**src/rtl/cec_rxt_pkg.sv**
```systemverilog
package cec_rxt_pkg;
  localparam int unsigned TICK_W = 14;
  typedef logic [TICK_W-1:0] tick_t;

  typedef struct packed {
    tick_t sb_low_lo, sb_low_hi;
    tick_t sb_per_lo, sb_per_hi;
    tick_t d0_lo, d0_hi;
    tick_t d1_lo, d1_hi;
    tick_t per_lo, per_hi;
  } win_t;

  typedef enum logic [2:0] {
    ST_IDLE, ST_SB_LOW, ST_SB_HIGH, ST_DB_LOW, ST_DB_HIGH, ST_WAIT_HIGH
  } st_e;

  typedef struct packed {
    logic sof;
    logic bitv;
    logic bitval;
    logic bre;
    logic lbpe;
    logic stop;
  } ev_t;

  function automatic win_t make_win(int sb_low, int sb_per, int d0, int d1, int per,
                                    int t_sb, int t_rise, int t_fall);
    win_t w;
    w.sb_low_lo = tick_t'(sb_low - t_sb);
    w.sb_low_hi = tick_t'(sb_low + t_sb);
    w.sb_per_lo = tick_t'(sb_per - t_sb);
    w.sb_per_hi = tick_t'(sb_per + t_sb);
    w.d0_lo     = tick_t'(d0 - t_rise);
    w.d0_hi     = tick_t'(d0 + t_rise);
    w.d1_lo     = tick_t'(d1 - t_rise);
    w.d1_hi     = tick_t'(d1 + t_rise);
    w.per_lo    = tick_t'(per - t_fall);
    w.per_hi    = tick_t'(per + t_fall);
    return w;
  endfunction

  function automatic logic in_win(tick_t v, tick_t lo, tick_t hi);
    return (v >= lo) && (v <= hi);
  endfunction
endpackage

```
**src/rtl/cec_rxt_win.sv**
```systemverilog
module cec_rxt_win
  import cec_rxt_pkg::*;
#(
  parameter int SB_LOW_NOM  = 3700,
  parameter int SB_PER_NOM  = 4500,
  parameter int D0_LOW_NOM  = 1500,
  parameter int D1_LOW_NOM  = 600,
  parameter int DB_PER_NOM  = 2400,
  parameter int TOL_SB_N    = 200,
  parameter int TOL_RISE_N  = 200,
  parameter int TOL_FALL_N  = 350,
  parameter int TOL_SB_E    = 400,
  parameter int TOL_RISE_E  = 300,
  parameter int TOL_FALL_E  = 500
) (
  input  logic clk_i,
  input  logic rst_ni,
  input  logic en_i,
  input  logic ext_tol_i,
  output win_t win_o
);
  localparam int NSETS = 2;

  win_t set_w [NSETS];
  logic ext_q;

  for (genvar g = 0; g < NSETS; g++) begin : g_set
    localparam int TSB = (g == 0) ? TOL_SB_N   : TOL_SB_E;
    localparam int TRI = (g == 0) ? TOL_RISE_N : TOL_RISE_E;
    localparam int TFA = (g == 0) ? TOL_FALL_N : TOL_FALL_E;
    assign set_w[g] = make_win(SB_LOW_NOM, SB_PER_NOM, D0_LOW_NOM, D1_LOW_NOM,
                               DB_PER_NOM, TSB, TRI, TFA);
  end

  // selection frozen while receiving
  always_ff @(posedge clk_i or negedge rst_ni) begin
    if (!rst_ni)    ext_q <= 1'b0;
    else if (!en_i) ext_q <= ext_tol_i;
  end

  assign win_o = set_w[ext_q];
endmodule

```
**src/rtl/cec_rxt_timer.sv**
```systemverilog
module cec_rxt_timer
  import cec_rxt_pkg::*;
(
  input  logic  clk_i,
  input  logic  rst_ni,
  input  logic  tick_i,
  input  logic  line_i,
  output logic  fall_o,
  output logic  rise_o,
  output tick_t cnt_o
);
  logic  line_q;
  tick_t cnt_q;

  assign fall_o = line_q & ~line_i;
  assign rise_o = ~line_q & line_i;
  assign cnt_o  = cnt_q;

  always_ff @(posedge clk_i or negedge rst_ni) begin
    if (!rst_ni) begin
      line_q <= 1'b1;
      cnt_q  <= '0;
    end else begin
      line_q <= line_i;
      if (fall_o)                    cnt_q <= '0;
      else if (tick_i && cnt_q != '1) cnt_q <= cnt_q + 1'b1;
    end
  end
endmodule

```
**src/rtl/cec_rxt_fsm.sv**
```systemverilog
module cec_rxt_fsm
  import cec_rxt_pkg::*;
(
  input  logic  clk_i,
  input  logic  rst_ni,
  input  logic  en_i,
  input  logic  line_i,
  input  logic  fall_i,
  input  logic  rise_i,
  input  tick_t cnt_i,
  input  win_t  win_i,
  input  logic  stop_on_bre_i,
  input  logic  last_bit_i,
  output ev_t   ev_d_o,
  output ev_t   ev_q_o
);
  st_e  st_q, st_d;
  ev_t  ev_d, ev_q;
  logic bre_seen_q, bre_seen_d;

  always_comb begin
    st_d       = st_q;
    ev_d       = '0;
    bre_seen_d = bre_seen_q;
    if (!en_i) begin
      st_d       = ST_IDLE;
      bre_seen_d = 1'b0;
    end else begin
      unique case (st_q)
        ST_IDLE: if (fall_i) st_d = ST_SB_LOW;
        ST_SB_LOW: begin
          if (rise_i)
            st_d = in_win(cnt_i, win_i.sb_low_lo, win_i.sb_low_hi) ? ST_SB_HIGH : ST_IDLE;
          else if (cnt_i > win_i.sb_low_hi)
            st_d = ST_WAIT_HIGH;
        end
        ST_SB_HIGH: begin
          if (fall_i) begin
            if (cnt_i >= win_i.sb_per_lo) begin
              ev_d.sof   = 1'b1;
              st_d       = ST_DB_LOW;
              bre_seen_d = 1'b0;
            end else begin
              st_d = ST_SB_LOW;  // too short: restart as new start candidate
            end
          end else if (cnt_i > win_i.sb_per_hi) begin
            st_d = ST_IDLE;
          end
        end
        ST_DB_LOW: begin
          if (rise_i) begin
            if (bre_seen_q) begin
              st_d       = ST_DB_HIGH;
              bre_seen_d = 1'b0;
            end else if (in_win(cnt_i, win_i.d0_lo, win_i.d0_hi)) begin
              ev_d.bitv = 1'b1;
              st_d      = ST_DB_HIGH;
            end else if (in_win(cnt_i, win_i.d1_lo, win_i.d1_hi)) begin
              ev_d.bitv   = 1'b1;
              ev_d.bitval = 1'b1;
              st_d        = ST_DB_HIGH;
            end else begin
              ev_d.bre = 1'b1;
              if (stop_on_bre_i) begin
                ev_d.stop = 1'b1;
                st_d      = ST_IDLE;
              end else begin
                st_d = ST_DB_HIGH;
              end
            end
          end else if (!bre_seen_q && cnt_i > win_i.d0_hi) begin
            // stuck low: flag before the rise shows up
            ev_d.bre = 1'b1;
            if (stop_on_bre_i) begin
              ev_d.stop = 1'b1;
              st_d      = ST_WAIT_HIGH;
            end else begin
              bre_seen_d = 1'b1;
            end
          end
        end
        ST_DB_HIGH: begin
          if (fall_i) begin
            st_d = (cnt_i >= win_i.per_lo) ? ST_DB_LOW : ST_SB_LOW;
          end else if (cnt_i > win_i.per_hi) begin
            ev_d.lbpe = ~last_bit_i;
            st_d      = ST_IDLE;
          end
        end
        ST_WAIT_HIGH: if (line_i) st_d = ST_IDLE;
        default: st_d = ST_IDLE;
      endcase
    end
  end

  always_ff @(posedge clk_i or negedge rst_ni) begin
    if (!rst_ni) begin
      st_q       <= ST_IDLE;
      ev_q       <= '0;
      bre_seen_q <= 1'b0;
    end else begin
      st_q       <= st_d;
      ev_q       <= ev_d;
      bre_seen_q <= bre_seen_d;
    end
  end

  assign ev_d_o = ev_d;
  assign ev_q_o = ev_q;
endmodule

```
**src/rtl/cec_rxt_errpol.sv**
```systemverilog
module cec_rxt_errpol (
  input  logic clk_i,
  input  logic rst_ni,
  input  logic bre_i,
  input  logic lbpe_i,
  input  logic stop_on_bre_i,
  input  logic bre_gen_i,
  input  logic lbpe_gen_i,
  input  logic bcast_nogen_i,
  input  logic bcast_i,
  output logic err_o
);
  logic req_uni, req_bc, req;

  assign req_uni = (bre_i & bre_gen_i) | (lbpe_i & lbpe_gen_i);
  assign req_bc  = ~bcast_nogen_i & (lbpe_i | (bre_i & (bre_gen_i | stop_on_bre_i)));
  assign req     = bcast_i ? req_bc : req_uni;

  always_ff @(posedge clk_i or negedge rst_ni) begin
    if (!rst_ni) err_o <= 1'b0;
    else         err_o <= req;
  end
endmodule

```
**src/rtl/cec_rx_bit_timing.sv**
```systemverilog
module cec_rx_bit_timing
  import cec_rxt_pkg::*;
#(
  parameter int SB_LOW_NOM  = 3700,
  parameter int SB_PER_NOM  = 4500,
  parameter int D0_LOW_NOM  = 1500,
  parameter int D1_LOW_NOM  = 600,
  parameter int DB_PER_NOM  = 2400,
  parameter int TOL_SB_N    = 200,
  parameter int TOL_RISE_N  = 200,
  parameter int TOL_FALL_N  = 350,
  parameter int TOL_SB_E    = 400,
  parameter int TOL_RISE_E  = 300,
  parameter int TOL_FALL_E  = 500
) (
  input  logic clk_i,
  input  logic rst_ni,
  input  logic en_i,
  input  logic tick_i,
  input  logic line_i,
  input  logic ext_tol_i,
  input  logic stop_on_bre_i,
  input  logic bre_gen_i,
  input  logic lbpe_gen_i,
  input  logic bcast_nogen_i,
  input  logic bcast_i,
  input  logic last_bit_i,
  output logic sof_o,
  output logic bit_valid_o,
  output logic bit_o,
  output logic bre_o,
  output logic lbpe_o,
  output logic stop_rx_o,
  output logic err_req_o
);
  win_t  win;
  tick_t cnt;
  logic  fall, rise;
  ev_t   ev_d, ev_q;

  cec_rxt_win #(
    .SB_LOW_NOM(SB_LOW_NOM), .SB_PER_NOM(SB_PER_NOM), .D0_LOW_NOM(D0_LOW_NOM),
    .D1_LOW_NOM(D1_LOW_NOM), .DB_PER_NOM(DB_PER_NOM),
    .TOL_SB_N(TOL_SB_N), .TOL_RISE_N(TOL_RISE_N), .TOL_FALL_N(TOL_FALL_N),
    .TOL_SB_E(TOL_SB_E), .TOL_RISE_E(TOL_RISE_E), .TOL_FALL_E(TOL_FALL_E)
  ) u_win (
    .clk_i, .rst_ni, .en_i, .ext_tol_i, .win_o(win)
  );

  cec_rxt_timer u_timer (
    .clk_i, .rst_ni, .tick_i, .line_i, .fall_o(fall), .rise_o(rise), .cnt_o(cnt)
  );

  cec_rxt_fsm u_fsm (
    .clk_i, .rst_ni, .en_i, .line_i, .fall_i(fall), .rise_i(rise), .cnt_i(cnt),
    .win_i(win), .stop_on_bre_i, .last_bit_i, .ev_d_o(ev_d), .ev_q_o(ev_q)
  );

  cec_rxt_errpol u_err (
    .clk_i, .rst_ni, .bre_i(ev_d.bre), .lbpe_i(ev_d.lbpe), .stop_on_bre_i,
    .bre_gen_i, .lbpe_gen_i, .bcast_nogen_i, .bcast_i, .err_o(err_req_o)
  );

  assign sof_o       = ev_q.sof;
  assign bit_valid_o = ev_q.bitv;
  assign bit_o       = ev_q.bitval;
  assign bre_o       = ev_q.bre;
  assign lbpe_o      = ev_q.lbpe;
  assign stop_rx_o   = ev_q.stop;
endmodule

```
**config.mk**
```make
export PLATFORM = sky130hd
export DESIGN_NAME = cec_rx_bit_timing
export DESIGN_NICKNAME = d
export VERILOG_FILES = /design/src/rtl/cec_rxt_pkg.sv /design/src/rtl/cec_rxt_win.sv /design/src/rtl/cec_rxt_timer.sv /design/src/rtl/cec_rxt_fsm.sv /design/src/rtl/cec_rxt_errpol.sv /design/src/rtl/cec_rx_bit_timing.sv
export SDC_FILE = /design/constraint.sdc
export NUM_CORES = 1
export LEC_CHECK = 0
export BUFFER_PORTS_ARGS = -buffer_cell sky130_fd_sc_hd__buf_2
export CORE_ASPECT_RATIO = 1.75
export CORE_MARGIN = 1.5
export CORE_UTILIZATION = 35
export DETAILED_ROUTE_END_ITERATION = 10
export GPL_TIMING_DRIVEN = 0
export PLACE_DENSITY = 0.61
export SYNTH_ARGS = -nofsm -noshare
export SYNTH_HDL_FRONTEND = slang
export SYNTH_HIERARCHICAL = 1
export SYNTH_SLANG_ARGS = --single-unit
export TNS_END_PERCENT = 100
```
**constraint.sdc**
```tcl
create_clock -name clk_i -period 9.86 [get_ports clk_i]
set_clock_uncertainty 0.05 [all_clocks]
set_input_delay 1.972 -clock clk_i [delete_from_list [all_inputs] [get_ports clk_i]]
set_output_delay 1.972 -clock clk_i [all_outputs]
set_load 0.02 [all_outputs]
```
==> flow_summary.toml <==
[worst_setup_path]
path_cells = "buf_2 > nand2b_1 > inv_1 > buf_1 > nand2_1 > a2111oi_2 > o31ai_1 > a211o_1 > a21oi_1"
start_kind = "primary input"
worst_path_max_delay_cell = "buf_1"
type_of_the_worst_setup_path = "in -> reg"
worstPathMaxFanout = 14
cp.required_ps = 9990
cp_data_arrival_time_ps = 4480
worst_setup_end_kind = "flop"
critical-path-max-stage-delay_ps = 600

[placement]
gpl.final_weighted_congestion = 0.817
buffer_ports.inserted = 18
dp_hpwl_um = 9910

[clocking]
cts_root_buffer = "clkbuf_16"
cts_tree = "built"
clock_latency_ps = 260
cts.path.max_buffers = 2
htreeDepth = 1
cts_hold_buf = 0
post_cts_resize_count = 0
numCtsBuffers = 3
cts_setup_buffers = 0
cts.reportedPaths.clkPinSlew_ps = 60
cts.sink_count = 27

[synth]
synth_cell_types = 70
yosys_register_bits = 27
synth_seq_area_share_pct = 11.0
post_synth.cell_area_avg_sq_um = 7.88
leading_cell_types_by_total_area_after_synthesis = "ha_1 29%, buf_4 17%, dfrtp_1 11%"
edff_count_synth = 0
synth_area_sq_um = 6130
ys_async_sr_fraction_pct = 100
area_share_of_the_largest_cell_type_after_synthesis_pct = 28.8
largest_area_contributor_in_the_netlist = "ha_1"
synth-warning-count = 6
synth-main-ff-cell = "dfrtp_1"
synthesized_instance_count = 778

[routing]
routedLengthMet1_um = 5430
vias = 4976
detail_route.drc_violations = 0
met3RoutedLength_um = 198
routed_wirelength_um = 12900
top_layer = "met4"
drt_iter0_drcs = 157
antenna_left = 0
routed_length_per_instance_um = 11.6
met2_wirelength_um = 7160
detailedRoute.firstPassIterationCount = 4
route.detailed.vias_per_inst = 4.47

[global_routing]
first_pass_grt_wire_length_um = 21700
first_global_vias = 4525
antenna_found_initial = 0
grt-ovfl-total = 0
grtUsageTotal_pct = 15.2
largest_net_degree_at_the_start_of_global_routing = 30

[die]
floorplan.core_area_sq_um = 17000
boundaryPins = 19
die-width_um = 103
floorplan.die_area_sq_um = 18300
die_h_um = 178
starting_utilization_of_the_core_area_pct = 36.0
floorplan.rows = 63

[sta]
maximum_clock_rate_ghz = 0.230
finalHoldViolCount = 0
worst-slew-pin-transition_ps = 1080
slew_headroom_pct = 28.1
timing.final.crit_period_ps = 4350
final.period_utilization_pct = 44.1
setup-tns-final_ps = 0
drv_slew = 0
finalSetupViolations = 0
finalHoldWorstSlack_ps = 504
grt_setup_unrepaired = "false"

[outcome]
run_status = "finished clean"

[cells_and_area]
antenna-diode-count = 0
drive_above_1_share_pct = 22.1
layout.nets = 1041
area_growth_syn_to_layout_pct = 12.7

[pwr]
power-per-cell-area_nw_per_um2 = 69.7
p_total_uw = 482
vdd_ir_drop_max_uv = 64.2
leakage_uw = 0.00400

[hold_path]
hold_path_class = "reg -> reg"

[run]
drv_cap = 0
[per-stage QoR]
stage               utilization [%]  cells  setup WS, ps  cell area, sq um
floorplan                         -    865          5890              6450
finish                         40.6   1114          5510              6910
detailed placement             40.1   1110          5250              6830
global route                   40.6   1114          5210              6910
CTS                            40.6   1114          5520              6910
global placement               40.1   1110          5250              6830
[layout make-up]
class / instances / area (sq um)
Buffer: 143 / 1070
Tap cell: 227 / 284
Multi-Input combinational cell: 545 / 4140
Timing Repair Buffer: 18 / 90.1
Fill cell: 1828 / 10100
Clock buffer: 4 / 78.8
Inverter: 150 / 563
Sequential cell: 27 / 677
[logic make-up after synthesis]
family / Yosys count / share of synthesized area [%]
adder cells (fa/ha/maj): 141 / 28.8
other: 2 / 0.123
flip-flops: 27 / 11.0
AO/OA/AOI/OAI: 153 / 17.4
multiplexers: 5 / 0.898
AND/OR/NAND/NOR: 154 / 14.6
buffers and inverters: 293 / 26.7
XOR/XNOR: 3 / 0.429
[power by group]
part           leakage (uW)  internal (uW)  total, uW  switching, uW
clock network     0.0000382           55.2       90.4           35.2
logic               0.00360            127        243            115
registers          0.000366            118        149           30.3
total               0.00400            301        482            181
[worst paths after layout]
check | startpoint | slack [ps] | endpoint | cells past startpoint
max in group asynchronous | rst_ni | 7690 | u_fsm/st_q[0]$_DFFE_PN0P_ | 1
worst max-delay path | line_i | 5510 | u_fsm/bre_seen_q$_DFFE_PN0P_ | 9
worst min-delay path | u_fsm/bre_seen_q$_DFFE_PN0P_ | 500 | u_fsm/bre_seen_q$_DFFE_PN0P_ | 2
worst min register to register | u_fsm/bre_seen_q$_DFFE_PN0P_ | 500 | u_fsm/bre_seen_q$_DFFE_PN0P_ | 2
min in group asynchronous | rst_ni | 1680 | u_fsm/ev_q_o[3]$_DFF_PN0_ | 1
worst max register to register | u_win/ext_q$_DFFE_PN0N_ | 5660 | u_err/err_o$_DFF_PN0_ | 13
[layout by cell type, fill, tap and decap left out, types with 4 or more instances in the layout]
master / count
o21ai_1: 5
nand4_1: 23
buf_4: 139
a21oi_1: 48
ha_1: 141
nor2_1: 23
conb_1: 89
o211ai_1: 5
nor2b_1: 5
mux2i_1: 4
nor3_1: 7
nand2b_1: 11
buf_2: 18
nor4_1: 4
a41oi_1: 4
and4_1: 4
nand3_1: 21
inv_1: 150
nand2_1: 26
o31ai_1: 6
o21ai_0: 17
dfrtp_1: 26
a211oi_1: 10
a21oi_2: 4
a21o_1: 18
[worst max-delay path, delay by kind of cell]
family                 cells  cell delay (ps)
buffers and inverters      3              930
and+or+nand+nor            2              550
AOI/OAI and AO/OA          4             1010
[cell usage after synthesis (3+ instances only)]
cell,number
o21ai_0,17
or3_2,3
a211oi_1,10
a41oi_1,4
dfrtp_1,26
nand3_1,21
o31ai_2,3
nand2_1,26
nor4_1,4
a21oi_1,48
o31ai_1,6
nand2b_1,11
or4_1,3
ha_1,141
and2_1,3
a31oi_1,3
nor3_1,7
o2111ai_1,3
a21oi_2,4
nor2b_1,5
o21ai_1,5
mux2i_1,4
buf_4,139
a21o_1,18
and4_1,4
o31a_1,3
xor2_1,3
nand4_1,23
o211ai_1,5
nor2_1,23
nand4_2,3
and3_1,3
inv_1,150
a21boi_1,3
[state kept, by name, summed over array words and instances (netlist names)]
signal / cells
u_fsm/bre_seen_q: 1
u_timer/cnt_o: 14
u_win/ext_q: 1
u_err/err_o: 1
u_timer/line_q: 1
u_fsm/ev_q_o: 6
u_fsm/st_q: 3
[routing by layer]
| layer | global-route usage, % | vias up |
|---|---|---|
| met5 | 0 | - |
| met4 | 1.58 | 0 |
| met3 | 1.41 | 10 |
| met2 | 30.5 | 34 |
| met1 | 17.3 | 2252 |
| li1 | - | 2680 |
Power figures use the tool's default switching activity.
